--- config.mk ---
export PLATFORM = sky130hd
export DESIGN_NAME = deferred_fault_rf
export DESIGN_NICKNAME = d
export VERILOG_FILES = /design/src/rtl/dfrf_pkg.sv /design/src/rtl/dfrf_ctrl.sv /design/src/rtl/dfrf_data.sv /design/src/rtl/deferred_fault_rf.sv
export SDC_FILE = /design/constraint.sdc
export NUM_CORES = 2
export LEC_CHECK = 0
export BUFFER_PORTS_ARGS = -buffer_cell sky130_fd_sc_hd__buf_2
export CORE_ASPECT_RATIO = 0.75
export CORE_MARGIN = 2
export CORE_UTILIZATION = 35
export DETAILED_ROUTE_END_ITERATION = 8
export GPL_ROUTABILITY_DRIVEN = 0
export MAX_ROUTING_LAYER = met4
export PLACE_DENSITY = 0.61
export SLEW_MARGIN = 20
export SYNTH_ARGS = -nofsm -noshare
export SYNTH_HDL_FRONTEND = slang
export SYNTH_SLANG_ARGS = --single-unit
--- constraint.sdc ---
create_clock -name clk -period 10.2 [get_ports clk]
set_input_delay 1.53 -clock clk [delete_from_list [all_inputs] [get_ports clk]]
set_output_delay 1.53 -clock clk [all_outputs]
set_load 0.02 [all_outputs]
--- src/rtl/dfrf_pkg.sv ---
package dfrf_pkg;

  typedef enum logic [2:0] {
    OP_NOP   = 3'd0,
    OP_ALU   = 3'd1,
    OP_LOAD  = 3'd2,
    OP_SPEC  = 3'd3,
    OP_CHECK = 3'd4
  } opKind_e;

  // Strobes from control to datapath for one operation
  typedef struct packed {
    logic wrEn;       // stage a register write
    logic wrFromAlu;  // data from ALU, flag from source OR
    logic wrZero;     // faulted speculative load: data forced to zero
    logic wrPoisonSet;// force flag set
    logic chkEn;      // resolve a check on read port A
  } ctrlStrobe_t;

endpackage

--- src/rtl/dfrf_ctrl.sv ---
module dfrf_ctrl
  import dfrf_pkg::*;
#(
  parameter int IDX_W = 5
) (
  input  logic              clk,
  input  logic              rst_n,
  input  logic              opValid,
  input  logic [2:0]        opKind,
  input  logic [IDX_W-1:0]  dstSel,
  input  logic              memFault,
  output ctrlStrobe_t       stb,
  output logic              trapValid
);

  logic dstLive;
  logic trapNext;

  assign dstLive = (dstSel != '0);

  always_comb begin
    stb = '0;
    trapNext = 1'b0;
    if (opValid) begin
      case (opKind)
        OP_ALU: begin
          stb.wrEn      = dstLive;
          stb.wrFromAlu = 1'b1;
        end
        OP_LOAD: begin
          if (memFault) trapNext = 1'b1;
          else          stb.wrEn = dstLive;
        end
        OP_SPEC: begin
          stb.wrEn        = dstLive;
          stb.wrZero      = memFault;
          stb.wrPoisonSet = memFault;
        end
        OP_CHECK: stb.chkEn = 1'b1;
        default: ;
      endcase
    end
  end

  always_ff @(posedge clk) begin
    if (!rst_n) trapValid <= 1'b0;
    else        trapValid <= trapNext;
  end

  // a faulting plain load traps on the next cycle
  assert_trap_next_R5: assert property (@(posedge clk) disable iff (!rst_n)
    (opValid && opKind == OP_LOAD && memFault) |=> trapValid);

  // a speculative load never traps, faulting or not
  assert_spec_quiet_R4: assert property (@(posedge clk) disable iff (!rst_n)
    (opValid && opKind == OP_SPEC) |=> !trapValid);

  // no write is ever staged for register 0
  assert_no_zero_write_R2: assert property (@(posedge clk) disable iff (!rst_n)
    stb.wrEn |-> dstSel != '0);

  // invalid slot produces no trap
  assert_idle_quiet_R9: assert property (@(posedge clk) disable iff (!rst_n)
    !opValid |=> !trapValid);

endmodule

--- src/rtl/dfrf_data.sv ---
module dfrf_data
  import dfrf_pkg::*;
#(
  parameter int DATA_W  = 32,
  parameter int REG_CNT = 32,
  parameter int PC_W    = 32,
  parameter int IDX_W   = 5
) (
  input  logic              clk,
  input  logic              rst_n,
  input  ctrlStrobe_t       stb,
  input  logic [IDX_W-1:0]  dstSel,
  input  logic [IDX_W-1:0]  srcASel,
  input  logic [IDX_W-1:0]  srcBSel,
  input  logic [DATA_W-1:0] aluData,
  input  logic [DATA_W-1:0] memData,
  input  logic [PC_W-1:0]   fixupTarget,
  output logic [DATA_W-1:0] rdAData,
  output logic              rdAPoison,
  output logic [DATA_W-1:0] rdBData,
  output logic              rdBPoison,
  output logic              chkValid,
  output logic              chkRedirect,
  output logic [PC_W-1:0]   chkTarget
);

  localparam int PORTS = 2;

  logic [DATA_W-1:0] regData [REG_CNT];
  logic [REG_CNT-1:0] regPoison;

  // staged write, committed to the array one cycle later
  logic              wbValid;
  logic [IDX_W-1:0]  wbIdx;
  logic [DATA_W-1:0] wbData;
  logic              wbPoison;

  logic [IDX_W-1:0]  rdSel  [PORTS];
  logic [DATA_W-1:0] rdData [PORTS];
  logic [PORTS-1:0]  rdPois;

  assign rdSel[0] = srcASel;
  assign rdSel[1] = srcBSel;

  for (genvar gp = 0; gp < PORTS; gp++) begin : g_rd
    always_comb begin
      if (rdSel[gp] == '0) begin
        rdData[gp] = '0;
        rdPois[gp] = 1'b0;
      end else if (wbValid && wbIdx == rdSel[gp]) begin
        rdData[gp] = wbData;
        rdPois[gp] = wbPoison;
      end else begin
        rdData[gp] = regData[rdSel[gp]];
        rdPois[gp] = regPoison[rdSel[gp]];
      end
    end
  end

  assign rdAData   = rdData[0];
  assign rdAPoison = rdPois[0];
  assign rdBData   = rdData[1];
  assign rdBPoison = rdPois[1];

  // write staging
  logic [DATA_W-1:0] wrDataNext;
  logic              wrPoisonNext;

  always_comb begin
    if (stb.wrZero)         wrDataNext = '0;
    else if (stb.wrFromAlu) wrDataNext = aluData;
    else                    wrDataNext = memData;
    wrPoisonNext = stb.wrPoisonSet | (stb.wrFromAlu & (|rdPois));
  end

  always_ff @(posedge clk) begin
    if (!rst_n) begin
      wbValid  <= 1'b0;
      wbIdx    <= '0;
      wbData   <= '0;
      wbPoison <= 1'b0;
    end else begin
      wbValid  <= stb.wrEn;
      wbIdx    <= dstSel;
      wbData   <= wrDataNext;
      wbPoison <= wrPoisonNext;
    end
  end

  always_ff @(posedge clk) begin
    if (!rst_n) begin
      for (int i = 0; i < REG_CNT; i++) regData[i] <= '0;
      regPoison <= '0;
    end else if (wbValid) begin
      regData[wbIdx]   <= wbData;
      regPoison[wbIdx] <= wbPoison;
    end
  end

  // check resolution, registered
  always_ff @(posedge clk) begin
    if (!rst_n) begin
      chkValid    <= 1'b0;
      chkRedirect <= 1'b0;
      chkTarget   <= '0;
    end else begin
      chkValid    <= stb.chkEn;
      chkRedirect <= stb.chkEn & rdPois[0];
      chkTarget   <= (stb.chkEn & rdPois[0]) ? fixupTarget : '0;
    end
  end

  // every check yields a result on the next cycle
  assert_chk_next_R7: assert property (@(posedge clk) disable iff (!rst_n)
    stb.chkEn |=> chkValid);

  // a poisoned checked register always redirects
  assert_chk_redirect_R7: assert property (@(posedge clk) disable iff (!rst_n)
    (stb.chkEn && rdPois[0]) |=> (chkRedirect && chkTarget == $past(fixupTarget)));

  // redirect never appears without a valid result
  assert_redirect_valid_R7: assert property (@(posedge clk) disable iff (!rst_n)
    chkRedirect |-> chkValid);

  // a poisoned ALU source yields a poisoned staged result
  assert_alu_spread_R6: assert property (@(posedge clk) disable iff (!rst_n)
    (stb.wrEn && stb.wrFromAlu && (|rdPois)) |=> wbPoison);

  // register 0 reads as a clean zero on port A
  assert_zero_reg_R2: assert property (@(posedge clk) disable iff (!rst_n)
    (srcASel == '0) |-> (rdAData == '0 && !rdAPoison));

  // a staged write is visible on the next cycle through port B
  assert_bypass_R8: assert property (@(posedge clk) disable iff (!rst_n)
    ($past(stb.wrEn) && srcBSel == $past(dstSel)) |-> rdBPoison == $past(wrPoisonNext));

endmodule

--- src/rtl/deferred_fault_rf.sv ---
module deferred_fault_rf
  import dfrf_pkg::*;
#(
  parameter int DATA_W  = 32,
  parameter int REG_CNT = 32,
  parameter int PC_W    = 32,
  localparam int IDX_W  = $clog2(REG_CNT)
) (
  input  logic              clk,
  input  logic              rst_n,
  input  logic              opValid,
  input  logic [2:0]        opKind,
  input  logic [IDX_W-1:0]  dstSel,
  input  logic [IDX_W-1:0]  srcASel,
  input  logic [IDX_W-1:0]  srcBSel,
  input  logic [DATA_W-1:0] aluData,
  input  logic [DATA_W-1:0] memData,
  input  logic              memFault,
  input  logic [PC_W-1:0]   fixupTarget,
  output logic [DATA_W-1:0] rdAData,
  output logic              rdAPoison,
  output logic [DATA_W-1:0] rdBData,
  output logic              rdBPoison,
  output logic              chkValid,
  output logic              chkRedirect,
  output logic [PC_W-1:0]   chkTarget,
  output logic              trapValid
);

  ctrlStrobe_t stb;

  dfrf_ctrl #(.IDX_W(IDX_W)) uCtrl (
    .clk      (clk),
    .rst_n    (rst_n),
    .opValid  (opValid),
    .opKind   (opKind),
    .dstSel   (dstSel),
    .memFault (memFault),
    .stb      (stb),
    .trapValid(trapValid)
  );

  dfrf_data #(
    .DATA_W (DATA_W),
    .REG_CNT(REG_CNT),
    .PC_W   (PC_W),
    .IDX_W  (IDX_W)
  ) uData (
    .clk        (clk),
    .rst_n      (rst_n),
    .stb        (stb),
    .dstSel     (dstSel),
    .srcASel    (srcASel),
    .srcBSel    (srcBSel),
    .aluData    (aluData),
    .memData    (memData),
    .fixupTarget(fixupTarget),
    .rdAData    (rdAData),
    .rdAPoison  (rdAPoison),
    .rdBData    (rdBData),
    .rdBPoison  (rdBPoison),
    .chkValid   (chkValid),
    .chkRedirect(chkRedirect),
    .chkTarget  (chkTarget)
  );

endmodule

Word level (Yosys, flattened, before mapping)
Memory sizes are Yosys's and may differ from the RTL's. Index checks and enable logic that the tools add are counted. W data, S select, Z words.

$lt $le $gt $ge: 4. Equality and inequality tests: 6. Muxes and demuxes: 30. Bitwise operators: 4. Reductions and logical operators: 13.

Operator list (number): $mux W32 (6); $bwmux W32 (1); $reduce_or A32 Y1 (1); $lt A5 B6 Y1 const B (3); $mux W1 (16); $bmux W1 S5 (2); $eq A5 B5 Y1 (2); $logic_not A5 Y1 (2); $eq A3 B2 Y1 const B (2); $reduce_or A2 Y1 (3); $demux W1 S5 (1); $ge A5 B1 Y1 const B (1); $mux W5 (1); $reduce_bool A5 Y1 (1); $mux W4 (1); $reduce_and A2 Y1 (2); $eq A3 B1 Y1 const B (1); $eq A3 B3 Y1 const B (1); $logic_and A1 B1 Y1 (3); $reduce_and A3 Y1 (1); $and A1 B1 Y1 (2); $mux W2 (1); $pmux W1 S2 (1); $not A1 Y1 (1); $or A1 B1 Y1 (1).

Register bits: 106. Bits in writable memories: 1024. Logic and storage cells: 67. Memories: 1.

Memories: uData.regData (words 32, width 32, rd ports 2, clocked after Yosys merged registers in 0, write ports 32, line dfrf_data.sv:29) `logic [DATA_W-1:0] regData [REG_CNT];`.

Logic depth before layout (Yosys ltp)
Depth after elaboration: 7. Depth in mapped cells: 10.

Modules after synthesis
From an unflattened synthesis, not the netlist that was laid out.

Cell total of the unflattened synthesis: 3898. Area, all modules: 59513.3 sq um.

By module, submodules not included: dfrf_data (instances 1, cells an instance 3882, area an instance 59397.0 sq um); dfrf_ctrl (instances 1, cells an instance 16, area an instance 116.4 sq um).

Worst setup path after synthesis
OpenSTA, ideal clock, no wires.

Kind: input port to output port. Start: input port srcBSel[0]. End: output port rdBData[16]. Data arrival time: 3.442 ns. Required time: 8.670 ns. Path slack: 5.228 ns. Cell stages on the path: 7. Buffers on the path: 3. Path through: buf_2 buf_4 buf_2 mux4_2 mux4_2 mux2i_1 a21oi_1.

Word-level cells in the longest chain between the ends: 4. Elaborated cells between the ends (all ways): 6.

RTL lines: start, declared (line deferred_fault_rf.sv:15) `input logic [IDX_W-1:0] srcBSel,`; branches (longest 3 deep; another with $mem_v2 Z32 W32); $mux W32 * (line dfrf_data.sv:47) `if (rdSel[gp] == '0) begin`; end, declared (line deferred_fault_rf.sv:22) `output logic [DATA_W-1:0] rdBData,`.

Mark *: on every way between the ends.

Final worst setup path
Start: input port srcBSel[0]. End: output port rdBData[30].

Same word-level chain as after synthesis.

==> impl_metrics.ini <==
[placement]
place_inst = 6046
port_buffers = 218
dp_hpwl_um = 116000
dpl_cell_area_um2 = 63400

[sta]
relSlewSlack_pct = 26.3
tightest_slew_ns = 1.11
slew_viol_final = 0
rsz0062_at_grt = no
clock_skew_ns = 0.0452
setup_violations = 0
finalHoldViolCount = 0
fmax_mhz = 151
fin_crit_sh_pct = 64.9
fin_setup_tns_ns = 0
min_period_ns = 6.62

[setup_path]
critical-path-max-stage-delay_ns = 0.61
cpMostUsedCell = mux4_2
cp-start-kind = input port
crit_slowest_cell = buf_12
critPathMaxFanout = 99
arrival_ns = 5.09
path_class = in -> out
cp_cell_sequence = buf_8, buf_12, mux4_2, mux4_2, mux2i_1, a21oi_1, buf_2
cp-end-kind = primary output
worstPathRequired_ns = 8.67

[logic_synthesis]
synth-compound-area-share_pct = 2.17
synth_fa_ha_area_share_pct = 0
synthMuxAreaShare_pct = 26.3
synth-simple-area-share_pct = 12.9
synth_edf_count = 1024
synth_top_family_by_area = multiplexers
synth_commonest_cells = and2_1, edfxtp_1, mux4_2
synth_area_leaders = edfxtp_1, mux4_2, and2_1
synth_area_um2 = 59500
synth_ff_type = edfxtp_1
syn_area_per_cell_um2 = 15.4
syn_nets = 3984
synth-seq-cells = 1130
synth_top_area_cell = edfxtp_1
synth.most_common_cell = and2_1
yosys_warnings = 0
ys_types = 47
synth_xor_area_share_pct = 0.147
yosysSeqAreaShare_pct = 55.3
synth_cells = 3866
async_flop_share_pct = 0
synth_top_area_share_pct = 51.7

[outcome]
status = completed

[cts]
clockRootBuffer = clkbuf_16
ctsResizeCount = 0
cts_num_sinks = 1130
postCtsSetupBuffers = 0
htree_levels = 3
tritoncts = done
cts_hold_buffers = 0
clkTransAtPathRegs_ns = 0.06
clkLatencyLatePin_ns = 0.77
cts_buffer_depth = 3
cts-buffers-inserted = 110

[pwr]
power_leakage_nw = 22.8
p_per_area_nw_per_um2 = 165
power_w = 0.0111
peakVddDrop_mv = 0.142

[cells_and_area]
fillers = 15259
syn_to_final_growth_pct = 12.8
seqCellArea_um2 = 32900
fin_cells = 6267
layout-drive-gt1-share_pct = 31.2
stdcell_area_um2 = 67100
multiInputGateArea_um2 = 25400
nNetsFinal = 4032

[routing]
wirelength_um = 220000
via_per_inst = 6.15
drcViolationCount = 0
antenna_left = 0
dr_total_vias = 38538
firstDrtPassIters = 5
wire_per_inst_um = 35.1
first_iter_violations = 7177

[global_route]
grt_antenna_before_repair = 30
grt_pass1_vias = 37028
grt_start_max_net_pins = 141
grt_usage_pct = 25.8
grt-ovfl-total = 0
grt_pass1_wl_um = 302000

[die]
fp.dieH_um = 361
io_pins = 219
rows = 130
core-area_um2 = 168000
die_area_um2 = 173000
die_w_um = 480
start_util_pct = 35.4

[hold_path]
min-delay-path-class = reg -> reg

[job]
cap_viol_max_count = 0
routing by layer:
metal	routed length, um	track usage (%)	part of all wire [%]	vias up
met5	0	-	0	-
met2	92800	35.1	42	2949
met3	31100	7.58	14	443
met4	8670	8.92	3.9	0
met1	87600	36.5	40	20252
li1	-	-	-	14894
cell type report:
class / count / share of cell area, %
Antenna cell: 14 / 0.0522
Clock inverter: 79 / 1.14
Tap cell: 2244 / 4.19
Clock buffer: 128 / 4.36
Inverter: 38 / 0.229
Timing Repair Buffer: 344 / 3.23
Sequential cell: 1130 / 49.0
Multi-Input combinational cell: 2290 / 37.8
critical path: cells and delay by family:
kind / cells / cell delay (ns)
multiplexers: 3 / 1.56
buffers and inverters: 3 / 1.45
AO/OA/AOI/OAI: 1 / 0.32
cell families after synthesis:
kind of cell / Yosys count
flip-flops: 1130
multiplexers: 787
XOR/XNOR: 10
AO/OA/AOI/OAI: 245
AND/OR/NAND/NOR: 1248
buffers and inverters: 446
where the power goes:
part / leakage (nW) / internal, W / switching (W) / total, W
clock network: 1.80 / 0.00236 / 0.00194 / 0.00430
logic: 10.4 / 0.000580 / 0.000824 / 0.00140
registers: 10.6 / 0.00526 / 0.000127 / 0.00539
total: 22.8 / 0.00820 / 0.00289 / 0.0111
registers in the layout (all words and copies together), names as in the netlist:
register,flops
uCtrl.trapValid,1
uData.chkRedirect,1
uData.wbPoison,1
uData.chkValid,1
uData.wbIdx,5
uData.regData,1024
uData.regPoison,32
uData.wbValid,1
uData.chkTarget,32
uData.wbData,32
per-stage QoR:
| stage | setup WS, ns | util [%] | hold WS, ns |
|---|---|---|---|
| 2_1_floorplan | 5.23 | - | 0.452 |
| 3_3_place_gp | 3.52 | 37.7 | 0.470 |
| 3_5_place_dp | 3.58 | 37.7 | 0.475 |
| 4_1_cts | 3.58 | 39.9 | 0.488 |
| 5_1_grt | 3.39 | 39.9 | 0.508 |
| 6_report | 3.58 | 39.9 | 0.485 |
path summary, 6_finish.rpt:
kind	end	cells after the start	slack (ns)	start
worst min-delay path	uData.regPoison[14]	2	0.48	uData.regPoison[14]
worst max-delay path	rdBData[30]	7	3.58	srcBSel[0]
worst min register to register	uData.regPoison[14]	2	0.48	uData.regPoison[14]
worst max register to register	uData.regData[13][18]	5	6.85	uData.wbValid
cells in the final DEF, fill, tap and decap left out, types with 4 or more instances in the layout:
cell type	instances
nor4b_1	4
nor2_1	6
o21ai_0	96
nand2_1	110
nand3b_1	6
bufinv_16	12
edfxtp_1	1024
nor2b_1	5
clkinv_1	23
clkbuf_16	111
dfxtp_1	104
buf_4	126
buf_12	6
clkinv_2	29
nor2_4	32
clkbuf_8	8
nand3_1	5
diode_2	14
buf_2	208
clkinvlp_4	8
mux2i_1	164
o21ai_4	34
and2_1	1030
inv_6	5
mux4_2	620
a21oi_1	97
xnor2_1	8
nor4b_2	28
nor3_1	6
clkbuf_1	9
inv_1	34
buf_8	4
Power figures use the tool's default switching activity.
